**src/rtl/tpwm_pkg.sv**
```systemverilog
package tpwm_pkg;

    typedef enum logic [1:0] {
        EDGE_RISE = 2'd0,
        EDGE_FALL = 2'd1,
        EDGE_BOTH = 2'd2,
        EDGE_NONE = 2'd3
    } edge_mode_e;

endpackage

```
**src/rtl/tpwm_prescale.sv**
```systemverilog
module tpwm_prescale #(
    parameter int SELW = 3
) (
    input  logic            clk,
    input  logic            rst_n,
    input  logic            run_en,
    input  logic            restart,
    input  logic [SELW-1:0] sel,
    output logic            tick
);
    localparam int DIVW = (1 << SELW) - 1;

    typedef struct packed {
        logic [DIVW-1:0] div;
    } ps_state_t;

    ps_state_t       st_q, st_d;
    logic [DIVW-1:0] mask;

    always_comb begin
        mask = ~({DIVW{1'b1}} << sel);
        tick = run_en && ((st_q.div & mask) == mask);
        st_d = st_q;
        if (!run_en || restart || tick) begin
            st_d.div = '0;
        end else begin
            st_d.div = st_q.div + 1'b1;
        end
    end

    always_ff @(posedge clk or negedge rst_n) begin
        if (!rst_n) begin
            st_q <= '0;
        end else begin
            st_q <= st_d;
        end
    end
endmodule

```
**src/rtl/tpwm_trig_detect.sv**
```systemverilog
module tpwm_trig_detect
    import tpwm_pkg::*;
(
    input  logic       clk,
    input  logic       rst_n,
    input  logic       enable,
    input  logic [1:0] edge_sel,
    input  logic       ext_in,
    input  logic       sw_strobe,
    output logic       trig
);
    typedef struct packed {
        logic s1;
        logic s2;
        logic prev;
    } td_state_t;

    td_state_t  st_q, st_d;
    logic       rise, fall, ext_edge;
    edge_mode_e mode;

    always_comb begin
        st_d      = st_q;
        st_d.s1   = ext_in;
        st_d.s2   = st_q.s1;
        st_d.prev = st_q.s2;
        rise      = st_q.s2 && !st_q.prev;
        fall      = !st_q.s2 && st_q.prev;
        mode      = edge_mode_e'(edge_sel);
        case (mode)
            EDGE_RISE: ext_edge = rise;
            EDGE_FALL: ext_edge = fall;
            EDGE_BOTH: ext_edge = rise || fall;
            default:   ext_edge = 1'b0;
        endcase
        trig = enable && (sw_strobe || ext_edge);
    end

    always_ff @(posedge clk or negedge rst_n) begin
        if (!rst_n) begin
            st_q <= '0;
        end else begin
            st_q <= st_d;
        end
    end
endmodule

```
**src/rtl/tpwm_cmp_bank.sv**
```systemverilog
module tpwm_cmp_bank #(
    parameter int CW  = 16,
    parameter int NCH = 3
) (
    input  logic                    clk,
    input  logic                    rst_n,
    input  logic                    wr,
    input  logic [$clog2(NCH+1)-1:0] wr_idx,
    input  logic [CW-1:0]           wr_data,
    input  logic                    running,
    input  logic                    load,
    output logic [NCH:0][CW-1:0]    bufs_q,
    output logic [NCH:0][CW-1:0]    bufs_d
);
    typedef struct packed {
        logic [NCH:0][CW-1:0] pend;
        logic [NCH:0][CW-1:0] bufs;
    } cb_state_t;

    cb_state_t st_q, st_d;

    always_comb begin
        st_d = st_q;
        if (wr && (int'(wr_idx) <= NCH)) begin
            st_d.pend[wr_idx] = wr_data;
        end
        if (!running || load) begin
            st_d.bufs = st_d.pend;
        end
        bufs_q = st_q.bufs;
        bufs_d = st_d.bufs;
    end

    always_ff @(posedge clk or negedge rst_n) begin
        if (!rst_n) begin
            st_q <= '0;
        end else begin
            st_q <= st_d;
        end
    end
endmodule

```
**src/rtl/tpwm_core.sv**
```systemverilog
module tpwm_core #(
    parameter int CW  = 16,
    parameter int NCH = 3
) (
    input  logic                 clk,
    input  logic                 rst_n,
    input  logic                 enable,
    input  logic                 trig,
    input  logic                 tick,
    input  logic [NCH:0][CW-1:0] bufs_q,
    input  logic [NCH:0][CW-1:0] bufs_d,
    output logic                 load,
    output logic [CW-1:0]        cnt,
    output logic                 running,
    output logic [NCH-1:0]       pwm,
    output logic [NCH:0]         irq
);
    typedef struct packed {
        logic [CW-1:0]  cnt;
        logic           run;
        logic [NCH-1:0] pwm;
        logic [NCH:0]   irq;
    } core_state_t;

    core_state_t st_q, st_d;
    logic        wrap, advance;

    always_comb begin
        st_d     = st_q;
        st_d.irq = '0;
        wrap     = st_q.run && tick && (st_q.cnt == bufs_q[0]);
        load     = wrap;
        advance  = 1'b0;
        if (!enable) begin
            st_d.cnt = '1;
            st_d.run = 1'b0;
        end else if (trig) begin
            st_d.cnt = '0;
            st_d.run = 1'b1;
            advance  = 1'b1;
        end else if (st_q.run && tick) begin
            st_d.cnt    = wrap ? '0 : st_q.cnt + 1'b1;
            st_d.irq[0] = wrap;
            advance     = 1'b1;
        end
        for (int k = 0; k < NCH; k++) begin
            st_d.pwm[k]   = st_d.run && (st_d.cnt < bufs_d[k+1]);
            st_d.irq[k+1] = advance && (st_d.cnt == bufs_d[k+1]);
        end
        cnt     = st_q.cnt;
        running = st_q.run;
        pwm     = st_q.pwm;
        irq     = st_q.irq;
    end

    always_ff @(posedge clk or negedge rst_n) begin
        if (!rst_n) begin
            st_q     <= '0;
            st_q.cnt <= '1;
        end else begin
            st_q <= st_d;
        end
    end
endmodule

```
**src/rtl/trig_pwm_timer.sv**
```systemverilog
module trig_pwm_timer #(
    parameter int CW   = 16,
    parameter int NCH  = 3,
    parameter int SELW = 3
) (
    input  logic                     clk,
    input  logic                     rst_n,
    input  logic                     enable,
    input  logic [SELW-1:0]          clk_sel,
    input  logic [1:0]               edge_sel,
    input  logic                     ext_trig,
    input  logic                     sw_trig,
    input  logic                     cmp_wr,
    input  logic [$clog2(NCH+1)-1:0] cmp_idx,
    input  logic [CW-1:0]            cmp_wdata,
    output logic [NCH-1:0]           pwm_out,
    output logic [NCH:0]             irq
);
    logic                 trig;
    logic                 tick;
    logic                 load;
    logic                 running;
    logic [CW-1:0]        cnt;
    logic [NCH:0][CW-1:0] cmp_buf;
    logic [NCH:0][CW-1:0] cmp_buf_nxt;

    tpwm_trig_detect i_trig (
        .clk       (clk),
        .rst_n     (rst_n),
        .enable    (enable),
        .edge_sel  (edge_sel),
        .ext_in    (ext_trig),
        .sw_strobe (sw_trig),
        .trig      (trig)
    );

    tpwm_prescale #(.SELW(SELW)) i_ps (
        .clk     (clk),
        .rst_n   (rst_n),
        .run_en  (enable),
        .restart (trig),
        .sel     (clk_sel),
        .tick    (tick)
    );

    tpwm_cmp_bank #(.CW(CW), .NCH(NCH)) i_bank (
        .clk     (clk),
        .rst_n   (rst_n),
        .wr      (cmp_wr),
        .wr_idx  (cmp_idx),
        .wr_data (cmp_wdata),
        .running (running),
        .load    (load),
        .bufs_q  (cmp_buf),
        .bufs_d  (cmp_buf_nxt)
    );

    tpwm_core #(.CW(CW), .NCH(NCH)) i_core (
        .clk     (clk),
        .rst_n   (rst_n),
        .enable  (enable),
        .trig    (trig),
        .tick    (tick),
        .bufs_q  (cmp_buf),
        .bufs_d  (cmp_buf_nxt),
        .load    (load),
        .cnt     (cnt),
        .running (running),
        .pwm     (pwm_out),
        .irq     (irq)
    );
endmodule

```
**config.mk**
```make
export PLATFORM = sky130hd
export DESIGN_NAME = trig_pwm_timer
export DESIGN_NICKNAME = d
export VERILOG_FILES = /design/src/rtl/tpwm_pkg.sv /design/src/rtl/tpwm_prescale.sv /design/src/rtl/tpwm_trig_detect.sv /design/src/rtl/tpwm_cmp_bank.sv /design/src/rtl/tpwm_core.sv /design/src/rtl/trig_pwm_timer.sv
export SDC_FILE = /design/constraint.sdc
export NUM_CORES = 1
export LEC_CHECK = 0
export BUFFER_PORTS_ARGS = -buffer_cell sky130_fd_sc_hd__buf_2
export CORE_ASPECT_RATIO = 2
export CORE_MARGIN = 4
export CORE_UTILIZATION = 30
export DETAILED_ROUTE_END_ITERATION = 8
export PLACE_DENSITY = 0.5
export SLEW_MARGIN = 20
export SYNTH_ARGS = -nofsm -noshare
export SYNTH_HDL_FRONTEND = slang
export SYNTH_SLANG_ARGS = --single-unit
```
**constraint.sdc**
```tcl
create_clock -name clk -period 3.5 [get_ports clk]
set_input_delay 0.7 -clock clk [delete_from_list [all_inputs] [get_ports clk]]
set_output_delay 0.7 -clock clk [all_outputs]
set_load 0.005 [all_outputs]
```
==> results by stage <==
Floorplanning:
- The floorplan step defined a die boundary enclosing 29400 um^2.
- The core area is 26300 um^2.
- The die is 238 um tall.
- The number of rows created at floorplan is 84.
- The die is 123 um wide.
- The number of primary I/O pins is 36.
- The initial cell density of the core is 30.3%.

Setup path:
- The number of stages on the worst setup path is 16.
- The worst register-to-register path ends at i_core.pwm[2].
- The worst path buffer plus inverter count is 4.
- The worst setup path category is reg -> reg.
- The worst setup path is captured at a flop.
- The worst reg-to-reg setup slack is 0.17 ns.
- The end point of the critical path is i_core.pwm[2].
- The worst reg2reg path startpoint is i_core.cnt[6].
- The gate family responsible for the most delay along the worst path is compound AO/OA/AOI/OAI gates.
- Among all stages on the critical path, the largest delay is contributed by sky130_fd_sc_hd__dfstp_2.
- The arrival time at the worst endpoint is 3.65 ns.
- The depth of the worst register-to-register path is 16.
- On the worst path, the slowest cell contributes a delay of 0.54 ns.
- For the worst setup path, the data required time is 3.82 ns.
- The startpoint kind of the worst setup timing path is a flop.
- The critical path starts at i_core.cnt[6].
- Of all nets on the critical path, the largest fanout is 6.
- The critical path goes through xor2_1, nor4_1, buf_4, nand4_1, buf_4, o21ai_4, buf_6, clkbuf_2, mux2_2, ha_1, nor2b_1, o21a_1, o21a_1, o21ai_0, a211oi_2, nor3_1.

Place:
- Timing analysis after detailed placement gives a worst setup slack of -0.283 ns.
- The weighted congestion reported at the end of routability-driven placement is 0.830.
- The wire-length estimate of the detail-placed layout is 16.0 mm.
- Summing all placed instances gives a cell area of 9230 um^2.
- The count of buffers from port buffering is 35.

Pwr:
- The worst-case IR drop observed on VDD is 0.349 mV.
- The power density over the cells is 567 nW/um^2.
- The share of total power dissipated in the clock network is 35.0%.
- Of the total power, the share spent switching nets is 27.4%.
- The sequential cell fraction of total power is 41.1%.
- The leakage component of the power is 4.38 nW.
- The internal power summed over all cells is 4.17 mW.
- The power share of the combinational group is 23.9%.
- The power spent charging and discharging nets is 1.57 mW.
- After layout, the design draws a total of 5.74 mW.

Clock tree:
- The number of hold buffers added after CTS is 0.
- Clock-pin slew was measured on the worst setup and hold paths at 0.06 ns.
- The number of buffers on the longest clock path is 2.
- The clock network latency to the later pin of the worst-skew pair is 0.44 ns.
- The clock drives 162 sinks.
- TritonCTS built the clock tree.
- The number of levels the H-tree was split into is 4.
- The clock buffer count from CTS is 17.
- The cell sitting at the root of the clock tree is a sky130_fd_sc_hd__clkbuf_16.

Logic synthesis:
- For this run, asynchronously set or reset flops after synthesis account for 100%.
- The area share of xor/xnor cells in the synthesized design is 3.96%.
- The simple-gate portion of the synthesized area is 10.6%.
- After Yosys synthesis, full adders, half adders and majority gates account for 8.18% of the synthesized area.
- The Yosys step of the flow raised 0 warnings.
- Yosys attributes the largest share of cell area to sky130_fd_sc_hd__dfrtp_1 (46%), sky130_fd_sc_hd__mux2_2 (12%), sky130_fd_sc_hd__ha_1 (8.2%).
- The number of nets handed over by synthesis was 748.
- The combinational family with the most area after synthesis is compound AO/OA/AOI/OAI gates.
- The number of synthesized register bits is 162.
- The sequential area share after synthesis is 51.2%.
- The post-synthesis mux area share is 11.7%.
- The number of enable-type register cells in the synthesized netlist is 0.
- The cell area that synthesis handed to floorplanning was 7960 um^2.
- The primary flip-flop cell chosen by synthesis mapping is sky130_fd_sc_hd__dfrtp_1.
- Summed over all instances, the cell type with the most area after synthesis is sky130_fd_sc_hd__dfrtp_1.
- After technology mapping, the gate count stands at 667.
- The top cell type by area accounts for 45.9% of the synthesized area.
- The complex-gate fraction of the synthesized area is 11.9%.
- Each instance of the synthesized netlist takes up on average 11.9 um^2.
- In this run, distinct cell masters in the synthesized netlist total 41.

Detailed routing:
- The detailed-route via count is 5468.
- The total DRC errors in the routed layout is 0.
- After detailed routing, the total wire length is 21.1 mm.
- The detailed-router iteration count before antenna repair is 5.
- The residual antenna-violating net count after detailed routing is 0.
- The via density per instance is 4.73.
- The first-iteration detailed-routing DRC count is 268.
- After detailed routing, the average wire length per cell comes to 18.3 um.

Timing:
- For the pin with the worst max-slew slack, the measured transition is 0.675 ns.
- The hold slack is 0.205 ns.
- The clock period minus final worst setup slack is 3.33 ns.
- Summed over all failing endpoints, the final setup total negative slack is 0 ns.
- The final-report hold violation count is 0.
- Setup repair after global routing could not meet its margin everywhere.
- The maximum clock frequency is 300 MHz.
- The count of endpoints failing setup in the final report is 0.
- Setup slack closes at 0.166 ns.
- After layout, the worst path uses 95.2% of the clock period.
- Clock skew on the completed layout was measured at 0.00869 ns.
- The max-slew violation total from the final report came to 0.
- The relative slew slack is 54.5%.

GRT:
- The via count of the first global-routing pass is 5798.
- In the global route stage, overall resource usage came out at 15.2%.
- The first global-routing pass estimated 32.6 mm of wire.
- The pin count of the biggest net entering global routing is 63.
- The initial antenna violation count is 0.
- The total overflow left after global routing is 0.

Finish:
- The net count of the finished layout is 882.
- The number of fill cells in the layout is 2564.
- 0 antenna diodes ended up in the layout.
- In the final layout, the share of cells above drive strength 1 is 36.3%.
- The most common cell after layout, fill and taps aside is sky130_fd_sc_hd__dfrtp_1.
- The top cell types in the final layout, fill and taps aside, are sky130_fd_sc_hd__dfrtp_1 (146), sky130_fd_sc_hd__buf_4 (85), sky130_fd_sc_hd__mux2_2 (83), sky130_fd_sc_hd__o21a_1 (51), sky130_fd_sc_hd__ha_1 (51).
- The growth of design area from synthesis to finish is 27.2%.
- The area of all placed cells without fillers is 10100 um^2.

Hold path:
- The class of the most critical hold timing path is in -> async.

Run status:
- The run finished with clean final reports.

Flow run:
- The number of max-capacitance violations reported is 0.
## cell type report
| cell class | count | area [um^2] | area share, % |
|---|---|---|---|
| Multi-Input combinational cell | 471 | 3820 | 37.7 |
| Tap cell | 344 | 430 | 4.25 |
| Timing Repair Buffer | 138 | 1130 | 11.2 |
| Clock buffer | 21 | 440 | 4.35 |
| Sequential cell | 162 | 4070 | 40.3 |
| Clock inverter | 10 | 184 | 1.82 |
| Inverter | 11 | 41.3 | 0.408 |
## state kept, by name, indices dropped and copies added (netlist names), 2 cells and up
signal and cells:
i_core.cnt 16, i_ps.st_q 7, i_bank.bufs_q 64, i_core.pwm 3
i_core.irq 4, i_trig.st_d 2, i_bank.st_q 64
## what timing repair did
action | in CTS | in global routing
endpoints found under the setup margin | 4 | 6
setup buffers | 0 | 9
pin swaps | 3 | 20
gates cloned | 0 | 2
resized for setup | 6 | 43
## cells in the mapped netlist (all sizes together) (2+ instances only)
master,instances
nor3,13
a211oi,3
a21o,10
dfrtp,146
nand4,18
inv,11
o211ai,4
a21oi,11
nand3,10
nor4,9
clkbuf,3
nor3b,2
nand3b,2
buf,18
nor2,21
o21a,51
nor2b,7
nand2b,49
and2,3
dfstp,16
o21ai,70
mux2,83
ha,52
xor2,21
nand2,11
xnor2,15
## kinds of logic (layout without fill, tap and decap cells)
family	count (synthesis)	in the layout
AO/OA/AOI/OAI	152	152
XOR/XNOR	36	36
adder cells (fa/ha/maj)	52	52
buffers and inverters	34	180
flip-flops	162	162
multiplexers	83	83
AND/OR/NAND/NOR	148	148
## metrics by stage
step / std cells / util (%)
2_1_floorplan: 667 / -
3_3_place_gp: 1116 / 35.1
3_5_place_dp: 1116 / 35.1
5_1_grt: 1157 / 38.5
6_report: 1157 / 38.5
4_1_cts: 1147 / 37.6
## per-layer routing
metal,vias to the layer above,share of wire (%),global-route usage [%]
met4,0,4.8,7.36
met1,2718,35,15.1
li1,2654,-,-
met2,60,59,29.1
met3,36,2.0,2.87
met5,-,0,0
## worst min-delay path by stage
stage,slack [ns],from,end
5_1_grt,0.24,rst_n,i_ps.st_q[5]
6_report,0.20,rst_n,i_trig.st_d[1]
3_3_place_gp,0.34,i_trig.st_d[1],i_trig.st_d[0]
4_1_cts,0.21,rst_n,i_trig.st_d[1]
3_5_place_dp,0.34,i_trig.st_d[1],i_trig.st_d[0]
2_1_floorplan,0.33,i_trig.st_d[1],i_trig.st_d[0]
## power by group through the flow
stage                     registers, mW  logic, mW  clock network (mW)
after floorplan                    2.34      0.803                   0
after global placement             2.39       1.29                   0
after detailed placement           2.40       1.31                   0
after CTS                          2.36       1.32                2.06
after global routing               2.40       1.53                2.13
final                              2.36       1.37                2.01
(Power assumes the default switching activity.)
